## src/rtl/cas_tx_pkg.sv

```systemverilog
package cas_tx_pkg;

    localparam logic [7:0] LEAD_BYTE = 8'h55;
    localparam logic [7:0] SYNC_BYTE = 8'h3C;
    localparam logic [7:0] KIND_NAME = 8'h00;
    localparam logic [7:0] KIND_DATA = 8'h01;
    localparam logic [7:0] KIND_EOF  = 8'hFF;

    typedef enum logic [3:0] {
        ST_IDLE,
        ST_LEAD,
        ST_HEAD,
        ST_SYNC,
        ST_KIND,
        ST_LEN,
        ST_DATA,
        ST_SUM,
        ST_TAIL,
        ST_DRAIN
    } seq_state_e;

    typedef struct packed {
        logic [7:0] kind;
        logic [7:0] len;
    } blk_hdr_t;

    // last half-period index of a bit: a one spans 2 halves, a zero 4
    function automatic logic [1:0] last_half(input logic bit_val);
        return bit_val ? 2'd1 : 2'd3;
    endfunction

    // high during the first half of the bit's single tone cycle
    function automatic logic half_level(input logic bit_val, input logic [1:0] half_idx);
        return bit_val ? (half_idx == 2'd0) : (half_idx[1] == 1'b0);
    endfunction

    function automatic logic [7:0] sum8(input logic [7:0] a, input logic [7:0] b);
        return a + b;
    endfunction

endpackage

```

## src/rtl/cas_tone_div.sv

```systemverilog
module cas_tone_div #(
    parameter int HALF_DIV = 10416
) (
    input  logic clk,
    input  logic rst,
    input  logic run,
    output logic tick
);
    localparam int CW = (HALF_DIV > 1) ? $clog2(HALF_DIV) : 1;
    localparam logic [CW-1:0] LAST = CW'(HALF_DIV - 1);

    logic [CW-1:0] cnt;

    always_ff @(posedge clk) begin
        if (rst || !run) begin
            cnt <= '0;
        end else if (cnt == LAST) begin
            cnt <= '0;
        end else begin
            cnt <= cnt + 1'b1;
        end
    end

    assign tick = run && (cnt == LAST);

endmodule

```

## src/rtl/cas_bit_shifter.sv

```systemverilog
module cas_bit_shifter
    import cas_tx_pkg::*;
(
    input  logic       clk,
    input  logic       rst,
    input  logic       load,
    input  logic [7:0] load_byte,
    input  logic       tick,
    output logic       full,
    output logic       tone
);
    logic       full_q;
    logic [7:0] sh;
    logic [2:0] bidx;
    logic [1:0] half;

    always_ff @(posedge clk) begin
        if (rst) begin
            full_q <= 1'b0;
            sh     <= '0;
            bidx   <= '0;
            half   <= '0;
        end else if (load && !full_q) begin
            full_q <= 1'b1;
            sh     <= load_byte;
            bidx   <= '0;
            half   <= '0;
        end else if (full_q && tick) begin
            if (half == last_half(sh[0])) begin
                half <= '0;
                sh   <= {1'b0, sh[7:1]};
                bidx <= bidx + 1'b1;
                if (bidx == 3'd7) begin
                    full_q <= 1'b0;
                end
            end else begin
                half <= half + 1'b1;
            end
        end
    end

    assign full = full_q;
    assign tone = full_q && half_level(sh[0], half);

    AST_LOAD_ONLY_EMPTY: assert property (@(posedge clk) disable iff (rst)
        load |-> !full_q);
    AST_ONE_BIT_TWO_HALVES: assert property (@(posedge clk) disable iff (rst)
        (full_q && sh[0]) |-> (half <= 2'd1));
    AST_BYTE_ENDS_LOW: assert property (@(posedge clk) disable iff (rst)
        $fell(full_q) |-> !$past(tone));

endmodule

```

## src/rtl/cas_frame_seq.sv

```systemverilog
module cas_frame_seq
    import cas_tx_pkg::*;
#(
    parameter int LEADER_BYTES = 128
) (
    input  logic       clk,
    input  logic       rst,
    input  logic       leader_go,
    input  logic       blk_go,
    input  logic [7:0] blk_kind,
    input  logic [7:0] blk_len,
    input  logic [7:0] data_in,
    input  logic       data_valid,
    output logic       data_ready,
    input  logic       sh_full,
    output logic       sh_load,
    output logic [7:0] sh_byte,
    output logic       busy
);
    localparam int LCW = $clog2(LEADER_BYTES + 1);

    seq_state_e     state;
    blk_hdr_t       hdr;
    logic [LCW-1:0] lead_left;
    logic [7:0]     rem;
    logic [7:0]     csum;
    logic           slot_free;

    assign slot_free = !sh_full;

    always_comb begin
        sh_load    = 1'b0;
        sh_byte    = LEAD_BYTE;
        data_ready = 1'b0;
        case (state)
            ST_LEAD, ST_HEAD, ST_TAIL: sh_load = slot_free;
            ST_SYNC: begin
                sh_load = slot_free;
                sh_byte = SYNC_BYTE;
            end
            ST_KIND: begin
                sh_load = slot_free;
                sh_byte = hdr.kind;
            end
            ST_LEN: begin
                sh_load = slot_free;
                sh_byte = hdr.len;
            end
            ST_DATA: begin
                data_ready = slot_free;
                sh_load    = slot_free && data_valid;
                sh_byte    = data_in;
            end
            ST_SUM: begin
                sh_load = slot_free;
                sh_byte = csum;
            end
            default: ;
        endcase
    end

    always_ff @(posedge clk) begin
        if (rst) begin
            state     <= ST_IDLE;
            hdr       <= '0;
            lead_left <= '0;
            rem       <= '0;
            csum      <= '0;
        end else begin
            case (state)
                ST_IDLE: begin
                    if (leader_go) begin
                        lead_left <= LCW'(LEADER_BYTES);
                        state     <= ST_LEAD;
                    end else if (blk_go) begin
                        hdr   <= '{kind: blk_kind, len: blk_len};
                        rem   <= blk_len;
                        csum  <= sum8(blk_kind, blk_len);
                        state <= ST_HEAD;
                    end
                end
                ST_LEAD: if (sh_load) begin
                    lead_left <= lead_left - 1'b1;
                    if (lead_left == LCW'(1)) state <= ST_DRAIN;
                end
                ST_HEAD: if (sh_load) state <= ST_SYNC;
                ST_SYNC: if (sh_load) state <= ST_KIND;
                ST_KIND: if (sh_load) state <= ST_LEN;
                ST_LEN:  if (sh_load) state <= (hdr.len == 8'd0) ? ST_SUM : ST_DATA;
                ST_DATA: if (sh_load) begin
                    csum <= sum8(csum, data_in);
                    rem  <= rem - 1'b1;
                    if (rem == 8'd1) state <= ST_SUM;
                end
                ST_SUM:  if (sh_load) state <= ST_TAIL;
                ST_TAIL: if (sh_load) state <= ST_DRAIN;
                ST_DRAIN: if (!sh_full) state <= ST_IDLE;
                default: state <= ST_IDLE;
            endcase
        end
    end

    assign busy = (state != ST_IDLE);

    AST_NO_READY_ZERO_LEN: assert property (@(posedge clk) disable iff (rst)
        (busy && state != ST_LEAD && hdr.len == 8'd0) |-> !data_ready);
    AST_HDR_HELD_WHILE_BUSY: assert property (@(posedge clk) disable iff (rst)
        (busy && $past(busy)) |-> $stable(hdr));
    AST_IDLE_SHIFTER_EMPTY: assert property (@(posedge clk) disable iff (rst)
        !busy |-> !sh_full);

endmodule

```

## src/rtl/cas_block_tx.sv

```systemverilog
module cas_block_tx #(
    parameter int CLK_HZ       = 50_000_000,
    parameter int HI_HZ        = 2400,
    parameter int LEADER_BYTES = 128
) (
    input  logic       clk,
    input  logic       rst,
    input  logic       leader_go,
    input  logic       blk_go,
    input  logic [7:0] blk_kind,
    input  logic [7:0] blk_len,
    input  logic [7:0] data_in,
    input  logic       data_valid,
    output logic       data_ready,
    output logic       busy,
    output logic       tone_out
);
    localparam int HALF_DIV = CLK_HZ / (2 * HI_HZ);

    logic       sh_full;
    logic       sh_load;
    logic [7:0] sh_byte;
    logic       tick;

    cas_frame_seq #(.LEADER_BYTES(LEADER_BYTES)) u_seq (
        .clk        (clk),
        .rst        (rst),
        .leader_go  (leader_go),
        .blk_go     (blk_go),
        .blk_kind   (blk_kind),
        .blk_len    (blk_len),
        .data_in    (data_in),
        .data_valid (data_valid),
        .data_ready (data_ready),
        .sh_full    (sh_full),
        .sh_load    (sh_load),
        .sh_byte    (sh_byte),
        .busy       (busy)
    );

    cas_tone_div #(.HALF_DIV(HALF_DIV)) u_div (
        .clk  (clk),
        .rst  (rst),
        .run  (sh_full),
        .tick (tick)
    );

    cas_bit_shifter u_shift (
        .clk       (clk),
        .rst       (rst),
        .load      (sh_load),
        .load_byte (sh_byte),
        .tick      (tick),
        .full      (sh_full),
        .tone      (tone_out)
    );

    AST_TONE_NEEDS_BUSY: assert property (@(posedge clk) disable iff (rst)
        tone_out |-> busy);

endmodule

```

## config.mk

```make
export PLATFORM = sky130hd
export DESIGN_NAME = cas_block_tx
export DESIGN_NICKNAME = d
export VERILOG_FILES = /design/src/rtl/cas_tx_pkg.sv /design/src/rtl/cas_tone_div.sv /design/src/rtl/cas_bit_shifter.sv /design/src/rtl/cas_frame_seq.sv /design/src/rtl/cas_block_tx.sv
export SDC_FILE = /design/constraint.sdc
export NUM_CORES = 1
export LEC_CHECK = 0
export ABC_AREA = 1
export BUFFER_PORTS_ARGS = -buffer_cell sky130_fd_sc_hd__buf_2
export CORE_MARGIN = 2
export CORE_UTILIZATION = 44
export CTS_CLUSTER_DIAMETER = 30
export DETAILED_ROUTE_END_ITERATION = 7
export PLACE_DENSITY_LB_ADDON = 0.12
export RECOVER_POWER = 100
export SETUP_SLACK_MARGIN = 0.4
export SLEW_MARGIN = 10
export SYNTH_ARGS = -nofsm -noshare
export SYNTH_HDL_FRONTEND = slang
export SYNTH_SLANG_ARGS = --single-unit
```

## constraint.sdc

```tcl
create_clock -name clk -period 1.41 [get_ports clk]
set_input_delay 0.282 -clock clk [delete_from_list [all_inputs] [get_ports clk]]
set_output_delay 0.282 -clock clk [all_outputs]
set_load 0.02 [all_outputs]
```

==> key figures, run 1 <==
Yosys
  – Main synth FF type: dfxtp_1
  – Yosys warns: 0
  – Post-Syn Area: 4723 um2
  – Cell variety after synth: 41
  – Post-Syn Instances: 730
  – Synth Area per Inst: 6.470 um2
  – Number of flops mapped to enable cells by yosys: 0
  – Syn_nets: 783
  – Ys async rst share: 0%
  – Yosys reg bits: 72
  – Register area share after synthesis: 30.52%

Timing
  – Final setup violation count: 59
  – Fmax: 614.1 MHz
  – Tightest Pin Transition: 0.6669 ns
  – Final Skew: 0.01577 ns
  – Slew HR: 55.54%
  – Hold Violations, Final: 0
  – Setup ws final: -0.2185 ns
  – RSZ-0062 raised after global routing: yes
  – Final Max Tran Viols: 0
  – Tcrit/Tclk final: 115.5%
  – Hold WS: 0.2037 ns
  – Shortest clock period the worst path allows after layout: 1.628 ns
  – TNS Setup: -7.035 ns

Clock tree
  – Max Buffers Root-to-Sink: 2
  – Latest clock arrival within the worst-skew pair: 0.36 ns
  – Root Driver: clkbuf_8
  – Hold_buf cts: 0
  – TritonCTS clock tree: done
  – Num CTS Buffers: 9
  – Number of clock sinks: 72
  – CTS clk-pin slew, worst paths: 0.09 ns
  – H-Tree Depth: 3

Die
  – Full die area: 11580 um2
  – IO Pins: 32
  – Die W: 107.6 um
  – Initial Utilization: 45.55%
  – Die height: 107.6 um
  – Core area: 10370 um2
  – Site Rows: 37

Placed design
  – Placer Congestion: 0.8997
  – Hpwl dp: 10.67 mm
  – Worst slack, placed: -0.1896 ns
  – Input/output buffers: 31

Routing
  – Via count: 5560
  – DR vias/cell: 5.235
  – First-pass detailed-route iteration total: 5
  – Detailed-route wire length per cell: 15.42 um
  – Number of DRC markers in iteration 0: 297
  – Drt total wl: 16.37 mm
  – Post-DRT Antenna Nets: 0
  – DRC viols: 0

GRT
  – First-pass GRT wire length: 25.64 mm
  – GRT Total Usage: 28.03%
  – Grt met2 use: 53.14%
  – GRT overflow: 0
  – Grt peak-use layer: met2
  – Antenna violations before repair: 0
  – Met3 Resource Use GR: 4.177%
  – Largest net degree at the start of global routing: 42
  – Vias in the first global route: 5505
  – Met1 Usage GRT: 31.55%

Worst setup path
  – Crit path required time: 1.65 ns
  – Slowest-stage cell, CP: dfxtp_4
  – Crit-path max FO: 6
  – CP Cell Sequence: inv_2 > nand2_4 > nor2_4 > nand3_4 > nand2_8 > clkinvlp_4 > nor2_1 > nor2_1
  – Most used cell, CP: nor2_1
  – CP Capture Type: register
  – Kind of critical path: register to register
  – Worst Setup Start Kind: register
  – Critical Path Max Stage Delay: 0.38 ns
  – Crit path DAT: 1.87 ns

Layout
  – Filler instances: 770
  – Layout Nets: 974
  – Area grow syn2layout: 65.35%
  – Reg area: 1479 um2
  – Share of layout cells above drive strength 1: 48.60%
  – N_diodes: 0
  – Footprint of the multi-input gates: 3747 um2
  – Fin util: 75.31%

Power
  – Worst IR drop on VDD: 0.8815 mV
  – Power density cells: 1604 nW/um2
  – Cell leakage power: 3.620 nW

Run
  – Max_cap viols: 0

Hold path
  – Hold Path Class: input pin to register

Status
  – Status: complete, but fails checks
  – Failing checks: setup timing
[per-layer routing]
layer	part of all wire (%)	routed length (um)
met1	40	6534
met2	53	8701
met3	3.6	597
met4	3.3	537
met5	0	0
[where the power goes]
part           leakage, nW  switching [mW]  internal [mW]
clock                0.124           0.845           1.23
combinational         2.90            4.05           3.48
sequential           0.597           0.417           2.51
[logic make-up after synthesis]
| kind of cell | Yosys count | synth area share [%] |
|---|---|---|
| compound gates | 104 | 11.63 |
| xor+xnor | 11 | 2.040 |
| flops | 72 | 30.52 |
| fa+ha+maj | 24 | 6.675 |
| buf+inv | 125 | 11.02 |
| simple gates | 394 | 38.12 |
[path summary, 6_finish.rpt]
kind             startpoint            end  slack [ns]  cells past startpoint
min             blk_kind[7]  u_seq.hdr[15]        0.20                      3
max reg2reg  u_seq.state[3]  u_seq.csum[2]       -0.22                      8
min reg2reg   u_shift.sh[7]  u_shift.sh[7]        0.47                      2
max          u_seq.state[3]  u_seq.csum[2]       -0.22                      8
[cells in the final DEF (no fill, tap or decap), drive strengths merged]
| master | count |
|---|---|
| a21oi | 42 |
| nor3b | 5 |
| o21ai | 53 |
| clkbuf | 11 |
| inv | 105 |
| nand2 | 184 |
| a21o | 1 |
| xor2 | 7 |
| nand3b | 5 |
| a31oi | 2 |
| xnor2 | 4 |
| dfxtp | 72 |
| bufinv | 3 |
| clkinv | 2 |
| o211ai | 3 |
| nand3 | 62 |
| nor3 | 12 |
| o2111ai | 1 |
| nand4 | 18 |
| fa | 2 |
| buf | 197 |
| a211oi | 2 |
| nor2 | 103 |
| or2 | 7 |
| ha | 22 |
| clkinvlp | 1 |
[worst max-delay path, delay by kind of cell, from the launching register on]
family	cells	cell delay (ns)
simple gates	6	0.86
flops	1	0.38
buf+inv	2	0.25
[layout make-up]
class,instances,area share (%)
Sequential cell,72,18.94
Clock inverter,5,1.330
Timing Repair Buffer,197,22.24
Tap cell,136,2.179
Inverter,106,5.527
Clock buffer,11,1.810
Multi-Input combinational cell,535,47.98
[cells in the mapped netlist (2+ instances only)]
cell	count	area (um2)
ha_1	22	275.3
nand2_4	5	56.30
or2_2	6	37.54
nor3_1	11	55.05
nand3b_1	5	37.54
clkbuf_1	4	15.01
o21ai_0	45	225.2
nand2_2	4	25.02
o21ai_1	8	40.04
buf_2	5	25.02
buf_1	2	7.510
inv_1	98	367.9
dfxtp_1	72	1441
nor3b_1	4	30.03
fa_1	2	40.04
nor2_1	94	352.8
nand2_1	173	649.4
inv_2	7	26.28
nor2_4	5	56.30
a21oi_2	2	17.52
nor2_2	4	25.02
a31oi_1	2	12.51
buf_4	3	22.52
xor2_1	7	61.31
xnor2_1	4	35.03
a211oi_1	2	15.01
buf_6	4	45.04
a21oi_1	40	200.2
nand4_1	17	106.4
o211ai_1	3	22.52
nand3_1	60	300.3
[registers in the layout, summed over array words and instances, names as in the netlist]
register and count:
u_seq.lead_left 8, u_shift.half 2, u_shift.full 1, u_seq.csum 8, u_seq.rem 8, u_seq.hdr 16, u_shift.sh 8, u_seq.state 4
u_shift.bidx 3, u_div.cnt 14
[metrics by stage]
stage / total power, mW / std cells / area [um2]
global placement: 8.113 / 1003 / 6297
detailed placement: 8.239 / 1003 / 6297
floorplan: 6.426 / 730 / 5156
finish: 12.53 / 1062 / 7810
global route: 13.26 / 1062 / 7810
CTS: 11.31 / 1045 / 7318
[what timing repair did]
action | CTS | global route
buffers inserted | 21 | 17
setup endpoints to repair | 75 | 75
gates resized for setup | 137 | 104
hold endpoints to repair | 0 | 0
pin swaps | 45 | 47
cloned | 5 | 0
Power figures use the tool's default switching activity.
==> inputs of run 2 (changes only) <==
--- a/config.mk
+++ b/config.mk
@@ -6,11 +6,11 @@
 export NUM_CORES = 1
 export LEC_CHECK = 0
 export ABC_AREA = 1
-export BUFFER_PORTS_ARGS = -buffer_cell sky130_fd_sc_hd__buf_2
-export CORE_MARGIN = 2
+export CORE_MARGIN = 5
 export CORE_UTILIZATION = 44
 export CTS_CLUSTER_DIAMETER = 30
 export DETAILED_ROUTE_END_ITERATION = 7
+export DONT_BUFFER_PORTS = 1
 export PLACE_DENSITY_LB_ADDON = 0.12
 export RECOVER_POWER = 100
 export SETUP_SLACK_MARGIN = 0.4
==> run 2 against run 1 <==
Global-route usage decreased by 4.6 points. The flow still finishes with violations (setup timing). First-iteration DRC count is 9.1% lower. Critical endpoint is now u_seq.rem[7]. Highest routed layer unchanged. Clock-buffer cell count increased by 3. Critical path type unchanged. Largest cell class unchanged.
==> key figures, run 2 (same netlist as run 1, synthesis figures left out) <==
Status
  – Status: complete, but fails checks
  – Failing checks: setup timing

Worst setup path
  – Worst path depth: 8 (unchanged)
  – Top delay family on crit path: simple AND/OR/NAND/NOR gates
  – Worst R2R Path Depth: 8 (unchanged)
  – Crit path required time: 1.66 ns (about the same)
  – Kind of critical path: register to register
  – Crit-path max FO: 6 (unchanged)
  – Reg-to-reg critical path startpoint: u_seq.state[2]
  – Bufs and invs on worst path: 2 (unchanged)
  – Critical Path Max Stage Delay: 0.39 ns (about the same)
  – R2R Setup Slk: -0.22 ns (about the same)
  – Slowest-stage cell, CP: dfxtp_4
  – FF-to-FF End: u_seq.rem[7]
  – Worst Setup Start Kind: register
  – CP Cell Sequence: buf_6 > nand2_4 > nor2_4 > nand3_4 > nand2_8 > clkinvlp_4 > a21oi_2 > a21oi_2
  – CP Capture Type: register
  – Crit path DAT: 1.88 ns (about the same)
  – Most used cell, CP: a21oi_2

Die
  – Site Rows: 37 (unchanged)
  – IO Pins: 32 (unchanged)
  – Core area: 10420 um2 (+0.45%)
  – Initial Utilization: 45.35% (-0.20 points)
  – Die W: 113.6 um (+5.6%)
  – Full die area: 12910 um2 (+11%)
  – Die height: 113.6 um (+5.6%)

GRT
  – First-pass GRT wire length: 24.32 mm (-5.2%)
  – GRT Total Usage: 23.47% (-4.6 points)
  – Vias in the first global route: 5115 (-7.1%)
  – Antenna violations before repair: 0 (unchanged)
  – Largest net degree at the start of global routing: 42 (unchanged)
  – GRT overflow: 0 (unchanged)

Timing
  – Setup ws final: -0.2205 ns (-0.001978 ns)
  – Fmax: 613.3 MHz (-0.12%)
  – Hold Violations, Final: 0 (unchanged)
  – TNS Setup: -8.963 ns (-1.928 ns)
  – Tcrit/Tclk final: 115.6% (+0.14 points)
  – Shortest clock period the worst path allows after layout: 1.630 ns (+0.001978 ns)
  – Tightest Pin Transition: 0.6009 ns (-0.06605 ns)
  – Final setup violation count: 65 (+10%)
  – Final Max Tran Viols: 0 (unchanged)
  – Final Skew: 0.008866 ns (-0.006899 ns)
  – Slew HR: 59.81% (+4.3 points)
  – RSZ-0062 raised after global routing: yes

Layout
  – Register with the highest flop count: u_seq.hdr
  – Fin util: 71.60% (-3.7 points)
  – Area grow syn2layout: 57.91%
  – N_diodes: 0 (unchanged)
  – Finished layout cell area: 7458 um2 (-4.5%)
  – Layout Nets: 915 (-6.1%)
  – Share of layout cells above drive strength 1: 44.64% (-4.0 points)
  – Top flop regs: u_seq.hdr x16, u_div.cnt x14
  – Max reg flops: 16 (unchanged)
  – Leading cell type in the layout, fill and taps excluded: nand2_1
  – Final Non-Filler Cells: 1003 (-5.6%)
  – Most frequent cells in the layout: 147 x nand2_1, 81 x buf_4, 80 x inv_1, 67 x nor2_1, 56 x dfxtp_1

Clock tree
  – Num CTS Buffers: 9 (unchanged)
  – H-Tree Depth: 3 (unchanged)
  – Max Buffers Root-to-Sink: 2 (unchanged)
  – TritonCTS clock tree: done
  – Root Driver: clkbuf_8
  – Number of clock sinks: 72 (unchanged)
  – CTS clk-pin slew, worst paths: 0.08 ns (about the same)
  – Latest clock arrival within the worst-skew pair: 0.36 ns (about the same)

Routing
  – DRC viols: 0 (unchanged)
  – Via count: 5241 (-5.7%)
  – Post-DRT Antenna Nets: 0 (unchanged)
  – Detailed-route wire length per cell: 15.67 um (+1.6%)
  – First-pass detailed-route iteration total: 4 (-1)
  – Drt total wl: 15.71 mm (-4.0%)
  – Number of DRC markers in iteration 0: 270 (-9.1%)
  – DR vias/cell: 5.225 (-0.19%)

Placed design
  – Area after DPL: 5889 um2 (-6.5%)
  – Worst slack, placed: -0.1804 ns (+0.009118 ns)
  – Inst Count DP: 940 (-6.3%)
  – Input/output buffers: 0 (-100%)
  – Placer Congestion: 0.8898 (-1.1%)
  – Hpwl dp: 10.23 mm (-4.1%)

Power
  – Worst IR drop on VDD: 0.9621 mV (+9.2%)
  – Cell leakage power: 3.319 nW (-8.3%)
  – Power density cells: 1650 nW/um2 (+2.8%)

Hold path
  – Worst Hold Path Cells: 2 (-1)
  – Hold Path Class: input pin to register
  – Hold Crit Endpoint: u_seq.hdr[4]
  – Hold path startpoint: blk_len[4]

Run
  – Max_cap viols: 0 (unchanged)
==> run 2: what timing repair did <==
| action | 4_1_cts | 5_1_grt |
|---|---|---|
| resized for setup | 132 | 99 |
| hold buffers | 1 | 0 |
| endpoints found under the hold margin | 9 | 0 |
| setup buffers | 26 | 13 |
| setup endpoints to repair | 75 | 75 |
| cloned | 6 | 1 |
| pin swaps | 37 | 45 |
==> run 2: power breakdown <==
| group | switching (mW) | leakage [nW] | internal, mW |
|---|---|---|---|
| registers | 0.404 | 0.596 | 2.51 |
| clock network | 0.813 | 0.113 | 1.01 |
| logic | 4.04 | 2.61 | 3.52 |
==> run 2: cell type report <==
class,count,area [um2]
Tap cell,136,170.2
Inverter,106,441.7
Timing Repair Buffer,138,1418
Multi-Input combinational cell,535,3737
Sequential cell,72,1474
Fill cell,780,2958
Clock inverter,2,35.03
Clock buffer,14,182.7
==> run 2: through the flow <==
stage          total power, mW  hold slack (ns)
2_1_floorplan            6.426           0.4181
3_3_place_gp             7.903           0.3477
3_5_place_dp             7.974           0.3497
4_1_cts                  11.04          0.03363
5_1_grt                  13.13          0.03628
6_report                 12.30          0.05152
==> run 2: worst max path at each step <==
stage / from / endpoint / slack, ns
2_1_floorplan: u_seq.csum[0] / u_seq.csum[6] / -0.03
3_3_place_gp: u_seq.state[3] / u_shift.sh[2] / -0.18
3_5_place_dp: u_seq.state[3] / u_shift.sh[2] / -0.18
4_1_cts: u_seq.state[2] / data_ready / -0.20
5_1_grt: u_seq.state[3] / u_seq.rem[1] / -0.34
6_report: u_seq.state[2] / u_seq.rem[7] / -0.22
==> run 2: per-layer routing <==
metal  share of wire [%]  global-route usage (%)
met1                  41                   27.60
met2                  51                   40.87
met3                 4.9                   4.721
met4                 3.5                   10.90
met5                   0                       0
